--- src/rtl/keypad_dscan_pkg.sv ---
package keypad_dscan_pkg;
  typedef enum logic [1:0] {
    ST_IDLE = 2'd0,
    ST_SCAN = 2'd1,
    ST_HOLD = 2'd2
  } kst_e;
endpackage

--- src/rtl/keypad_dscan_seq.sv ---
module keypad_dscan_seq
  import keypad_dscan_pkg::*;
#(
  parameter int ROWS   = 4,
  parameter int SLOT   = 48,
  parameter int WINDOW = 420,
  localparam int RW = $clog2(ROWS)
) (
  input  logic          clk,
  input  logic          rst_n,
  input  logic          key_hit,
  input  logic          key_ready,
  input  logic          agree,
  input  logic          last_any,
  output kst_e          st,
  output logic          scanning,
  output logic          sample_en,
  output logic          pass,
  output logic [RW-1:0] row_idx,
  output logic          start,
  output logic          accept
);
  localparam int CW = $clog2(WINDOW);
  localparam int SW = $clog2(SLOT);
  localparam int SCAN_TOTAL = 2 * ROWS * SLOT;

  logic [CW-1:0] cnt;
  logic [SW-1:0] slot_cnt;
  logic          decide, retry;

  always_comb begin
    scanning  = (st == ST_SCAN) && (cnt < CW'(SCAN_TOTAL));
    sample_en = scanning && (slot_cnt == SW'(SLOT - 1));
    decide    = (st == ST_SCAN) && (cnt == CW'(WINDOW - 1));
    accept    = decide && agree && last_any;
    retry     = decide && !agree && last_any;
    start     = ((st == ST_IDLE) && key_hit) || ((st == ST_HOLD) && key_ready) || retry;
  end

  always_ff @(posedge clk or negedge rst_n) begin
    if (!rst_n) begin
      st       <= ST_IDLE;
      cnt      <= '0;
      slot_cnt <= '0;
      row_idx  <= '0;
      pass     <= 1'b0;
    end else begin
      unique case (st)
        ST_IDLE: if (key_hit) st <= ST_SCAN;
        ST_SCAN: if (decide) st <= accept ? ST_HOLD : (retry ? ST_SCAN : ST_IDLE);
        ST_HOLD: if (key_ready) st <= ST_SCAN;
        default: st <= ST_IDLE;
      endcase
      if (start) begin
        cnt      <= '0;
        slot_cnt <= '0;
        row_idx  <= '0;
        pass     <= 1'b0;
      end else begin
        if (st == ST_SCAN) cnt <= cnt + 1'b1;
        if (scanning) begin
          if (slot_cnt == SW'(SLOT - 1)) begin
            slot_cnt <= '0;
            if (row_idx == RW'(ROWS - 1)) begin
              row_idx <= '0;
              pass    <= 1'b1;
            end else begin
              row_idx <= row_idx + 1'b1;
            end
          end else begin
            slot_cnt <= slot_cnt + 1'b1;
          end
        end
      end
    end
  end
endmodule

--- src/rtl/keypad_dscan_capture.sv ---
module keypad_dscan_capture #(
  parameter int ROWS     = 4,
  parameter int COLS     = 5,
  parameter int SEG_ROWS = 2,
  localparam int RW   = $clog2(ROWS),
  localparam int KEYS = ROWS * COLS
) (
  input  logic            clk,
  input  logic            rst_n,
  input  logic            start,
  input  logic            sample_en,
  input  logic            pass,
  input  logic [RW-1:0]   row_idx,
  input  logic [COLS-1:0] key_in,
  input  logic            seg_share,
  input  logic            accept,
  output logic            agree,
  output logic            last_any,
  output logic [KEYS-1:0] key_data
);
  logic [COLS-1:0] buf_a [ROWS];
  logic [COLS-1:0] buf_b [ROWS];
  logic [KEYS-1:0] a_flat, b_flat;
  logic [COLS-1:0] col_val;

  // Rows lent to segment duty never contribute key bits.
  assign col_val = (seg_share && (row_idx < RW'(SEG_ROWS))) ? '0 : key_in;

  for (genvar r = 0; r < ROWS; r++) begin : g_flat
    assign a_flat[r*COLS +: COLS] = buf_a[r];
    assign b_flat[r*COLS +: COLS] = buf_b[r];
  end

  assign agree    = (a_flat == b_flat);
  assign last_any = |b_flat;

  always_ff @(posedge clk or negedge rst_n) begin
    if (!rst_n) begin
      for (int r = 0; r < ROWS; r++) begin
        buf_a[r] <= '0;
        buf_b[r] <= '0;
      end
      key_data <= '0;
    end else begin
      if (start) begin
        for (int r = 0; r < ROWS; r++) begin
          buf_a[r] <= '0;
          buf_b[r] <= '0;
        end
      end else if (sample_en) begin
        if (pass) buf_b[row_idx] <= col_val;
        else      buf_a[row_idx] <= col_val;
      end
      if (accept) key_data <= b_flat;
    end
  end
endmodule

--- src/rtl/keypad_dscan_rowdrv.sv ---
module keypad_dscan_rowdrv #(
  parameter int ROWS     = 4,
  parameter int SEG_ROWS = 2,
  localparam int RW = $clog2(ROWS)
) (
  input  logic            scanning,
  input  logic [RW-1:0]   row_idx,
  input  logic [1:0]      sleep_code,
  input  logic            seg_share,
  output logic [ROWS-1:0] row_out
);
  logic [ROWS-1:0] standby, drive, keep;

  always_comb begin
    unique case (sleep_code)
      2'b01:   standby = ROWS'(1) << (ROWS - 1);
      2'b10:   standby = ROWS'(3) << (ROWS - 2);
      default: standby = '1;
    endcase
    drive   = scanning ? (ROWS'(1) << row_idx) : standby;
    keep    = seg_share ? ~ROWS'((1 << SEG_ROWS) - 1) : '1;
    row_out = drive & keep;
  end
endmodule

--- src/rtl/keypad_dscan.sv ---
module keypad_dscan
  import keypad_dscan_pkg::*;
#(
  parameter int ROWS     = 4,
  parameter int COLS     = 5,
  parameter int SLOT     = 48,
  parameter int WINDOW   = 420,
  parameter int SEG_ROWS = 2
) (
  input  logic                 clk,
  input  logic                 rst_n,
  input  logic [1:0]           sleep_code,
  input  logic                 seg_share,
  input  logic                 ce_high,
  input  logic [COLS-1:0]      key_in,
  output logic [ROWS-1:0]      row_out,
  output logic                 osc_wake,
  output logic                 req_n,
  output logic                 key_valid,
  input  logic                 key_ready,
  output logic [ROWS*COLS-1:0] key_data
);
  localparam int RW = $clog2(ROWS);

  kst_e          st;
  logic          scanning, sample_en, pass, start, accept, agree, last_any;
  logic [RW-1:0] row_idx;
  logic          key_hit;

  assign key_hit = |key_in;

  keypad_dscan_seq #(.ROWS(ROWS), .SLOT(SLOT), .WINDOW(WINDOW)) u_seq (
    .clk(clk), .rst_n(rst_n), .key_hit(key_hit), .key_ready(key_ready),
    .agree(agree), .last_any(last_any), .st(st), .scanning(scanning),
    .sample_en(sample_en), .pass(pass), .row_idx(row_idx),
    .start(start), .accept(accept)
  );

  keypad_dscan_capture #(.ROWS(ROWS), .COLS(COLS), .SEG_ROWS(SEG_ROWS)) u_cap (
    .clk(clk), .rst_n(rst_n), .start(start), .sample_en(sample_en),
    .pass(pass), .row_idx(row_idx), .key_in(key_in), .seg_share(seg_share),
    .accept(accept), .agree(agree), .last_any(last_any), .key_data(key_data)
  );

  keypad_dscan_rowdrv #(.ROWS(ROWS), .SEG_ROWS(SEG_ROWS)) u_row (
    .scanning(scanning), .row_idx(row_idx), .sleep_code(sleep_code),
    .seg_share(seg_share), .row_out(row_out)
  );

  assign key_valid = (st == ST_HOLD);
  assign req_n     = !key_valid || ce_high;
  assign osc_wake  = (st != ST_IDLE) || key_hit;
endmodule

--- config.mk ---
export PLATFORM = sky130hd
export DESIGN_NAME = keypad_dscan
export DESIGN_NICKNAME = d
export VERILOG_FILES = /design/src/rtl/keypad_dscan_pkg.sv /design/src/rtl/keypad_dscan_seq.sv /design/src/rtl/keypad_dscan_capture.sv /design/src/rtl/keypad_dscan_rowdrv.sv /design/src/rtl/keypad_dscan.sv
export SDC_FILE = /design/constraint.sdc
export NUM_CORES = 1
export LEC_CHECK = 0
export BUFFER_PORTS_ARGS = -buffer_cell sky130_fd_sc_hd__buf_2
export CORE_UTILIZATION = 55
export DETAILED_ROUTE_END_ITERATION = 16
export PLACE_DENSITY = 0.75
export SLEW_MARGIN = 20
export SYNTH_ARGS = -nofsm -noshare
export SYNTH_HDL_FRONTEND = slang
export SYNTH_SLANG_ARGS = --single-unit
--- constraint.sdc ---
create_clock -name clk -period 3.8 [get_ports clk]
set_input_delay 0.38 -clock clk [delete_from_list [all_inputs] [get_ports clk]]
set_output_delay 0.38 -clock clk [all_outputs]
set_load 0.005 [all_outputs]
==> reports/qor.txt, run 1 <==
Status -> finished, final reports clean
Met3 GRT Util -> 5.33%
Critical-path cell list -> or4_1 -> nor3_2 -> o211ai_1 -> a22oi_2 -> buf_4 -> nor2_1
Die H -> 86.7 microns
Clk_lat worst skew -> 0.36 ns
Mapped cell area -> 3950 sq um
Starting Density -> 57.5%
Syn. warnings -> 0
Switching share of power -> 23.2%
Area growth syn-to-layout -> 10.2%
Buf/Inv on CP -> 1
Total of max-cap violations -> 0
Global placer's final weighted congestion -> 0.858
First-pass GRT wire length -> 13100 microns
Routed via count -> 2769
Reg clk slew, reported paths -> 0.08 ns
WL final -> 7920 microns
Post-route minimum period -> 2.62 ns
Crit-path slowest cell -> or4_1
GRT Util Overall -> 23.4%
Share of the synthesized area in the top cell type -> 50.7%
Total core area -> 6870 sq um
Hold Path Class -> primary input to asynchronous set/reset pin
Mapped Cells -> 361
Clock network fraction of total power -> 39.1%
Post-synthesis sequential area ratio -> 50.7%
Global Route met1 Usage -> 31.4%
Synth Area per Inst -> 10.9 sq um
Remaining antenna violation count after routing -> 0
Initial antenna violation count -> 0
Worst Clk Skew -> 0.00790 ns
Worst-case headroom to the max-slew limit -> 47.6%
Pleak -> 0.00218 uW
Post-synth EDFFs -> 0
Nets -> 412
CTS tree -> built
Family with the most delay on the worst path -> simple AND/OR/NAND/NOR gates
DRT Pass-1 Iters -> 4
Layout cells sized above 1 -> 21.1%
Maximum number of pins on one net before global-route repair -> 81
Die area -> 7520 sq um
Slowest stage delay, CP -> 0.57 ns
Pre-CTS setup slack -> 1.21 ns
Critical path endpoint category -> flop
Clk sinks -> 80
Die width -> 86.7 microns
GR Util met2 -> 36.4%
Io pins -> 39
Total power -> 1480 uW
Cell Pwr Density -> 341 nW/um^2
Worst VDD drop -> 0.297 mV
RSZ-0062 raised after global routing -> false
Max clock buf depth -> 2
Num CTS Buffers -> 9
Slew Viols, Final -> 0
Top post-synthesis cells by area -> dfrtp_1 (51%), mux2i_1 (10%), xnor2_1 (5.8%)
Yosys reg bits -> 80
Synth top cells by count -> dfrtp_1 (80), nor2_1 (59), mux2i_1 (41)
Comb pwr share -> 3.2%
F_max -> 382 MHz
1st-iter DRT viols -> 158
Resize count post-CTS -> 0
Ant diodes -> 0
Cell accounting for the most synthesized area -> dfrtp_1
Final Hold Viols -> 0
Fin crit share -> 68.9%
Post-DP HPWL -> 5530 microns
# Post-CTS Setup Buffers -> 0
Setup TNS Final -> 0 ns
Distinct cells, synth -> 42
Top-count cell post-synth -> dfrtp_1
Vias in the first global route -> 2615
Final setup fails -> 0
# H-tree levels -> 3
Async SR Flop Fraction -> 100%
Congestion Overflow GR -> 0
Number of cell rows -> 30
Crit path kind -> flop to flop
Startpoint types -> flop
Sequential share of power -> 57.7%
Vias/cell -> 5.61
Post-Synthesis Net Count -> 380
Psw -> 344 uW
Critical Path Fanout Max -> 46
Clk root buf -> clkbuf_8
Wirelength per Cell -> 16.0 microns
Synth Flop Type -> dfrtp_1
CP required -> 4.03 ns
Most crowded layer after global routing -> met2
Port bufs -> 38
Worst setup margin -> 1.18 ns
Arrival @ worst endpoint -> 2.84 ns
Slew of the pin with the lowest slew margin -> 0.778 ns
Internal -> 1140 uW
DRC Markers -> 0
CTS Hold Buffers Added -> 0
==> power groups by stage <==
stage                     Sequential, uW  Clock (uW)  Combinational (uW)
final                                855         580                48.0
after global routing                 855         626                53.9
after CTS                            855         590                48.7
after detailed placement             872           0                49.0
after global placement               872           0                47.8
after floorplan                      872           0                18.5
==> registers in the layout, summed over array words and instances, names as in the netlist <==
| name | cells |
|---|---|
| u_cap.a_flat | 20 |
| u_cap.key_data | 20 |
| u_seq.slot_cnt | 6 |
| u_cap.b_flat | 20 |
| u_seq.row_idx | 2 |
| u_seq.st | 2 |
| u_seq.pass | 1 |
| u_seq.cnt | 9 |
==> area by class of cell <==
cell class	count	area [sq um]
Multi-Input combinational cell	256	1810
Inverter	6	22.5
Fill cell	558	2520
Sequential cell	80	2000
Tap cell	96	120
Timing Repair Buffer	40	211
Clock buffer	12	155
Clock inverter	4	28.8
==> final timing paths <==
check / depth (start not counted) / slack (ns) / endpoint / from
worst max-delay path: 6 / 1.18 / u_cap.b_flat[18] / u_seq.cnt[2]
worst min-delay path: 1 / 0.05 / u_seq.slot_cnt[4] / rst_n
worst max register to register: 6 / 1.18 / u_cap.b_flat[18] / u_seq.cnt[2]
worst min register to register: 1 / 0.51 / u_cap.key_data[10] / u_cap.key_data[10]
max in group asynchronous: 1 / 3.25 / u_cap.b_flat[16] / rst_n
min in group clk: 3 / 0.33 / u_seq.st[1] / key_ready
==> layout by cell type, fill, tap and decap left out, types with 2 or more instances in the layout <==
master       n
ha_1         7
nor2_1      59
or4_1        2
nand2_1     19
a21oi_1     13
nor3b_1      2
nor4_1       6
nor3b_2      4
mux2_2      20
xnor2_1     26
nor2b_1      3
buf_2       37
mux2i_1     41
or3_1        2
nand4_1      6
and2_1       5
and3_1       5
clkbuf_8    11
o21ai_0      2
buf_4        2
o31ai_1      2
a21o_1       2
dfrtp_1     80
inv_1        6
nand3_1      7
nor3_1       5
nand2b_1     4
clkinvlp_4   2
==> metal layers <==
metal,up-vias,routed length (microns)
li1,1308,-
met1,1387,3750
met2,56,3690
met3,18,264
met4,0,216
met5,-,0
==> stage by stage <==
step	utilization [%]	hold slack (ns)	instances	instance area, sq um
5_1_grt	63.3	0.102	494	4350
3_3_place_gp	60.6	0.487	478	4160
2_1_floorplan	-	0.0844	361	3950
6_report	63.3	0.0495	494	4350
4_1_cts	63.3	0.225	494	4350
3_5_place_dp	60.6	0.490	478	4160
==> cells by family after synthesis <==
logic type | synth area share [%]
mux | 16.1
fa+ha+maj | 2.22
xor+xnor | 5.99
simple gates | 17.2
buf+inv | 3.58
flops | 50.7
compound gates | 4.15
==> worst reg2reg max path: cells and delay by family (launching register included) <==
kind | cells | cell delay (ns)
AND/OR/NAND/NOR | 3 | 0.85
AO/OA/AOI/OAI | 2 | 0.69
buffers and inverters | 1 | 0.52
flip-flops | 1 | 0.43
Note: power is estimated with default switching activity, not from simulation.
==> inputs of run 2 (changes only) <==
Settings changed: CORE_UTILIZATION 55 to 53, PLACE_DENSITY 0.75 to 0.76.
Clock period 3.8 ns to 2.4 ns, I/O delays scaled along.
==> run 2 against run 1 <==
  * Die area rose by 3.7%
  * Fmax grew 16%
  * Hold slack gained 0.15 ns
  * Sequential power grew 58%
  * Combinational power increased by 71%
  * Largest cell class unchanged
  * Largest power group unchanged
==> reports/qor.txt, run 2 (synthesized netlist as in run 1, its figures left out) <==
Status -> finished, final reports clean
Post-DP HPWL -> 5640 microns (+2.0%)
Post-route minimum period -> 2.25 ns (-0.369 ns)
F_max -> 445 MHz (+16%)
FF-to-FF setup slack -> 0.15 ns (-1.03 ns)
Final Hold Viols -> 0 (unchanged)
Total of max-cap violations -> 0 (unchanged)
WL final -> 8170 microns (+3.1%)
Die H -> 88.3 microns (+1.8%)
Number of cell rows -> 31 (+3.3%)
Fin util -> 61.8% (-1.5 points)
Psw -> 528 uW (+54%)
Global Route met1 Usage -> 31.7% (+0.28 points)
Cell Area, Placed -> 4260 sq um (+2.3%)
Internal -> 1910 uW (+67%)
Vias in the first global route -> 2727 (+4.3%)
R2r startpoint -> u_seq.cnt[2]
Pre-CTS setup slack -> 0.170 ns (-1.04 ns)
CTS tree -> built
Startpoint types -> flop
Wirelength per Cell -> 16.2 microns (+1.3%)
GRT Util Overall -> 23.3% (-0.11 points)
Final Cell Area -> 4460 sq um (+2.5%)
Maximum number of pins on one net before global-route repair -> 81 (unchanged)
DRT Pass-1 Iters -> 4 (unchanged)
Total core area -> 7210 sq um (+5.0%)
First-pass GRT wire length -> 13700 microns (+4.6%)
Resize count post-CTS -> 0 (unchanged)
Most crowded layer after global routing -> met2
Comb pwr share -> 3.4% (+0.2 points)
Arrival @ worst endpoint -> 2.48 ns (-0.36 ns)
Max clock buf depth -> 2 (unchanged)
Slowest stage delay, CP -> 0.57 ns (about the same)
Critical-path cell list -> or4_1 -> nor3_2 -> o211ai_1 -> and3b_2 -> buf_12 -> mux2_2
Routed via count -> 2789 (+0.72%)
Commonest non-fill, non-tap cell in the layout -> dfrtp_1
Clk root buf -> clkbuf_8
Critical Path Fanout Max -> 21 (-54%)
Worst VDD drop -> 0.349 mV (+17%)
Vias/cell -> 5.54 (-1.1%)
Setup TNS Final -> 0 ns (unchanged)
# Post-CTS Setup Buffers -> 0 (unchanged)
Area growth syn-to-layout -> 13.0%
CP required -> 2.63 ns (-1.40 ns)
Remaining antenna violation count after routing -> 0 (unchanged)
RSZ-0062 raised after global routing -> false
Pleak -> 0.00224 uW (+2.8%)
Switching share of power -> 21.7% (-1.5 points)
Reg2reg path depth -> 6 (unchanged)
DRC Markers -> 0 (unchanged)
Cell Pwr Density -> 546 nW/um^2 (+60%)
Clk_lat worst skew -> 0.35 ns (about the same)
Sequential share of power -> 55.6% (-2.1 points)
Critical path endpoint category -> flop
Crit path kind -> flop to flop
Clock network fraction of total power -> 41.0% (+1.9 points)
Die area -> 7800 sq um (+3.7%)
Io pins -> 39 (unchanged)
Congestion Overflow GR -> 0 (unchanged)
Hold Path Depth -> 3
GR Util met2 -> 37.8% (+1.4 points)
Layout cells sized above 1 -> 22.0% (+0.92 points)
Worst setup margin -> 0.152 ns (-1.03 ns)
Terminus of the critical flop-to-flop path -> u_cap.key_data[18]
Initial antenna violation count -> 0 (unchanged)
Nets -> 420 (+1.9%)
Slew Viols, Final -> 0 (unchanged)
Reg clk slew, reported paths -> 0.08 ns (about the same)
Hold Crit Endpoint -> u_seq.st[1]
Worst-case headroom to the max-slew limit -> 60.0% (+12 points)
HP Start -> key_ready
Starting Density -> 54.7% (-2.8 points)
1st-iter DRT viols -> 205 (+30%)
# H-tree levels -> 3 (unchanged)
Fin crit share -> 93.7% (+25 points)
Crit path launch -> u_seq.cnt[2]
Clk sinks -> 80 (unchanged)
Leading cell types in the layout, fill and taps excluded -> dfrtp_1 (80), nor2_1 (59), mux2i_1 (41)
Port bufs -> 38 (unchanged)
Slew of the pin with the lowest slew margin -> 0.600 ns (-0.178 ns)
CTS Hold Buffers Added -> 1 (+1)
Die width -> 88.3 microns (+1.8%)
Global placer's final weighted congestion -> 0.793 (-7.5%)
Hold Path Class -> primary input to flop
Worst Clk Skew -> 0.0108 ns (+0.00292 ns)
Crit-path slowest cell -> or4_1
Ant diodes -> 0 (unchanged)
Num CTS Buffers -> 9 (unchanged)
Met3 GRT Util -> 3.73% (-1.6 points)
Final setup fails -> 0 (unchanged)
run 2: metal layers:
metal	vias up	wire, microns
met5	-	0
met4	0	127
met3	15	359
met2	76	3940
met1	1387	3750
li1	1311	-
run 2: critical path, delay by kind of cell, from the launching register on:
kind	cells	cell delay (ns)
buf+inv	1	0.18
flops	1	0.43
simple gates	3	1.02
mux	1	0.34
compound gates	1	0.16
run 2: power groups by stage:
| stage | clock (uW) | sequential (uW) | combinational [uW] |
|---|---|---|---|
| after global placement | 0 | 1380 | 81.3 |
| after CTS | 1020 | 1350 | 84.5 |
| after global routing | 1090 | 1350 | 92.6 |
| after floorplan | 0 | 1380 | 29.3 |
| final | 999 | 1350 | 82.3 |
| after detailed placement | 0 | 1380 | 83.2 |
run 2: cell type report:
class,instances,area [sq um]
clock inverter,2,38.8
multi-input combinational,256,1810
sequential,80,2000
clock buffer,12,155
inverter,6,22.5
fill,608,2760
timing repair buffer,48,308
tap,99,124
run 2: worst max path at each step:
| stage | slack (ns) | cells past startpoint | endpoint |
|---|---|---|---|
| 3_3_place_gp | 0.22 | 6 | u_cap.key_data[8] |
| 4_1_cts | 0.16 | 6 | u_cap.key_data[17] |
| 2_1_floorplan | 0.35 | 6 | u_cap.key_data[0] |
| 3_5_place_dp | 0.17 | 6 | u_cap.key_data[6] |
| 5_1_grt | 0.06 | 6 | u_cap.key_data[0] |
| 6_report | 0.15 | 6 | u_cap.key_data[18] |
run 2: per-stage QoR:
stage	total power, uW	std cells	hold slack [ns]
finish	2440	503	0.202
global route	2530	503	0.217
CTS	2460	503	0.189
detailed placement	1460	488	0.298
global placement	1460	488	0.296
floorplan	1410	361	-0.0556
==> inputs of run 3 (changes only) <==
--- a/constraint.sdc
+++ b/constraint.sdc
@@ -3,2 +3,2 @@
 set_output_delay 0.24 -clock clk [all_outputs]
-set_load 0.005 [all_outputs]
+set_load 0.05 [all_outputs]
==> run 3 against run 2 <==
  * First-iteration DRC count is 7.3% higher
  * Fmax increased by 0.86%
  * Die area unchanged
  * Clock-buffer cell count unchanged
  * Worst setup slack gained 0.019 ns
  * Combinational power increased by 4.0%
  * Global-route usage did not move
  * Hold slack got worse by 0.0040 ns
  * Largest power group unchanged
==> reports/qor.txt, run 3 (synthesized netlist as in run 1, its figures left out) <==
Wirelength per Cell -> 16.2 microns (about the same)
Most crowded layer after global routing -> met2
Sequential share of power -> 55.4% (-0.2 points)
Area growth syn-to-layout -> 13.0% (about the same)
Die area -> 7800 sq um (unchanged)
Slew Viols, Final -> 0 (unchanged)
Non-Filler Instances -> 503 (unchanged)
RSZ-0062 raised after global routing -> false
# H-tree levels -> 3 (unchanged)
Final setup fails -> 0 (unchanged)
Startpoint types -> flop
Final Cell Area -> 4460 sq um (about the same)
Global placer's final weighted congestion -> 0.793 (unchanged)
Commonest non-fill, non-tap cell in the layout -> dfrtp_1
CP required -> 2.63 ns (about the same)
Cell Area, Placed -> 4260 sq um (unchanged)
Switching share of power -> 21.9% (+0.22 points)
Layout cells sized above 1 -> 22.3% (+0.25 points)
# Post-CTS Setup Buffers -> 0 (unchanged)
Critical path endpoint category -> flop
HP Start -> key_ready
Leading cell types in the layout, fill and taps excluded -> dfrtp_1 (80), nor2_1 (59), mux2i_1 (41)
Worst VDD drop -> 0.353 mV (+1.1%)
Clk sinks -> 80 (unchanged)
Nets -> 420 (unchanged)
GRT Util Overall -> 23.3% (unchanged)
Met3 GRT Util -> 3.73% (unchanged)
Fin util -> 61.8% (about the same)
Post-route minimum period -> 2.23 ns (-0.0192 ns)
Internal -> 1910 uW (about the same)
Comb pwr share -> 3.5% (about the same)
Initial antenna violation count -> 0 (unchanged)
Clock network fraction of total power -> 41.1% (about the same)
Num CTS Buffers -> 9 (unchanged)
R2r startpoint -> u_seq.cnt[2]
Hold Crit Endpoint -> u_seq.st[1]
FF-to-FF setup slack -> 0.17 ns (+0.02 ns)
Slew of the pin with the lowest slew margin -> 0.604 ns (+0.00408 ns)
Final Hold Viols -> 0 (unchanged)
Fill cells -> 607 (-0.16%)
Congestion Overflow GR -> 0 (unchanged)
Die width -> 88.3 microns (unchanged)
Vias in the first global route -> 2727 (unchanged)
Reg clk slew, reported paths -> 0.08 ns (about the same)
Worst Clk Skew -> 0.0111 ns (+0.000241 ns)
Global Route met1 Usage -> 31.7% (unchanged)
First-pass GRT wire length -> 13700 microns (unchanged)
Number of cell rows -> 31 (unchanged)
Worst setup margin -> 0.171 ns (+0.0192 ns)
Total of max-cap violations -> 0 (unchanged)
Port bufs -> 38 (unchanged)
DRC Markers -> 0 (unchanged)
F_max -> 449 MHz (+0.86%)
1st-iter DRT viols -> 220 (+7.3%)
DP Cell Count -> 488 (unchanged)
Remaining antenna violation count after routing -> 0 (unchanged)
WL final -> 8170 microns (about the same)
Terminus of the critical flop-to-flop path -> u_cap.key_data[18]
DRT Pass-1 Iters -> 4 (unchanged)
Hold Path Depth -> 3 (unchanged)
Setup TNS Final -> 0 ns (unchanged)
Total core area -> 7210 sq um (unchanged)
Pre-CTS setup slack -> 0.170 ns (unchanged)
Vias/cell -> 5.51 (-0.54%)
Maximum number of pins on one net before global-route repair -> 81 (unchanged)
Psw -> 535 uW (+1.3%)
Hold Path Class -> primary input to flop
Worst-case headroom to the max-slew limit -> 59.7% (-0.27 points)
Reg2reg path depth -> 6 (unchanged)
Max clock buf depth -> 2 (unchanged)
Clk_lat worst skew -> 0.35 ns (about the same)
Cell Pwr Density -> 547 nW/um^2 (+0.22%)
Ant diodes -> 0 (unchanged)
Critical Path Fanout Max -> 21 (unchanged)
Arrival @ worst endpoint -> 2.46 ns (-0.02 ns)
Status -> finished, final reports clean
Crit path kind -> flop to flop
Routed via count -> 2774 (-0.54%)
Fin crit share -> 92.9% (-0.80 points)
Io pins -> 39 (unchanged)
Die H -> 88.3 microns (unchanged)
Clk root buf -> clkbuf_8
Pleak -> 0.00224 uW (+0.11%)
Starting Density -> 54.7% (unchanged)
GR Util met2 -> 37.8% (unchanged)
CTS tree -> built
Post-DP HPWL -> 5640 microns (unchanged)
## run 3: cell count changes in the layout (fill, tap and decap cells not counted)
cell,delta
nor2b_1,-1
nor2b_2,+1
## run 3: through the flow
stage	total power (uW)	hold slack [ns]
final	2440	0.198
after floorplan	1410	-0.0556
after CTS	2460	0.189
after global placement	1460	0.296
after detailed placement	1470	0.298
after global routing	2540	0.217
## run 3: final cells by class
cell class	instances	area (sq um)	share of cell area (%)
clock buffers	12	155	3.48
well taps	99	124	2.78
multi-input cells	256	1810	40.6
clock inverters	2	38.8	0.869
flip-flops and latches	80	2000	44.9
inverters	6	22.5	0.505
repair buffers	48	308	6.90
## run 3: worst max-delay path: stages (launching register included)
cell and delay (ns):
dfrtp_1 0.43, or4_1 0.57, nor3_2 0.14, o211ai_1 0.15, and3b_2 0.30, buf_12 0.18
mux2_2 0.34
## run 3: layer usage
layer | routed length, microns | part of all wire, %
met4 | 119 | 1.5
met5 | 0 | 0
met1 | 3810 | 47
met3 | 308 | 3.8
met2 | 3930 | 48
## run 3: power by group through the flow
stage | sequential [uW] | combinational [uW] | clock [uW]
floorplan | 1380 | 32.3 | 0
global placement | 1380 | 84.3 | 0
detailed placement | 1380 | 86.2 | 0
CTS | 1350 | 87.6 | 1020
global route | 1350 | 95.7 | 1090
finish | 1350 | 85.6 | 1000
## run 3: timing repair
item,4_1_cts,5_1_grt
endpoints found under the hold margin,80,0
setup endpoints to repair,0,1
hold buffers,1,0
resized for setup,0,1
## run 3: worst max path at each step
| stage | start | depth (start not counted) | slack, ns | to |
|---|---|---|---|---|
| 2_1_floorplan | u_seq.cnt[2] | 6 | 0.35 | u_cap.key_data[0] |
| 3_3_place_gp | u_seq.cnt[2] | 6 | 0.22 | u_cap.key_data[8] |
| 3_5_place_dp | u_seq.cnt[2] | 6 | 0.17 | u_cap.key_data[6] |
| 4_1_cts | u_seq.cnt[2] | 6 | 0.16 | u_cap.key_data[17] |
| 5_1_grt | u_seq.st[1] | 5 | 0.03 | row_out[0] |
| 6_report | u_seq.cnt[2] | 6 | 0.17 | u_cap.key_data[18] |
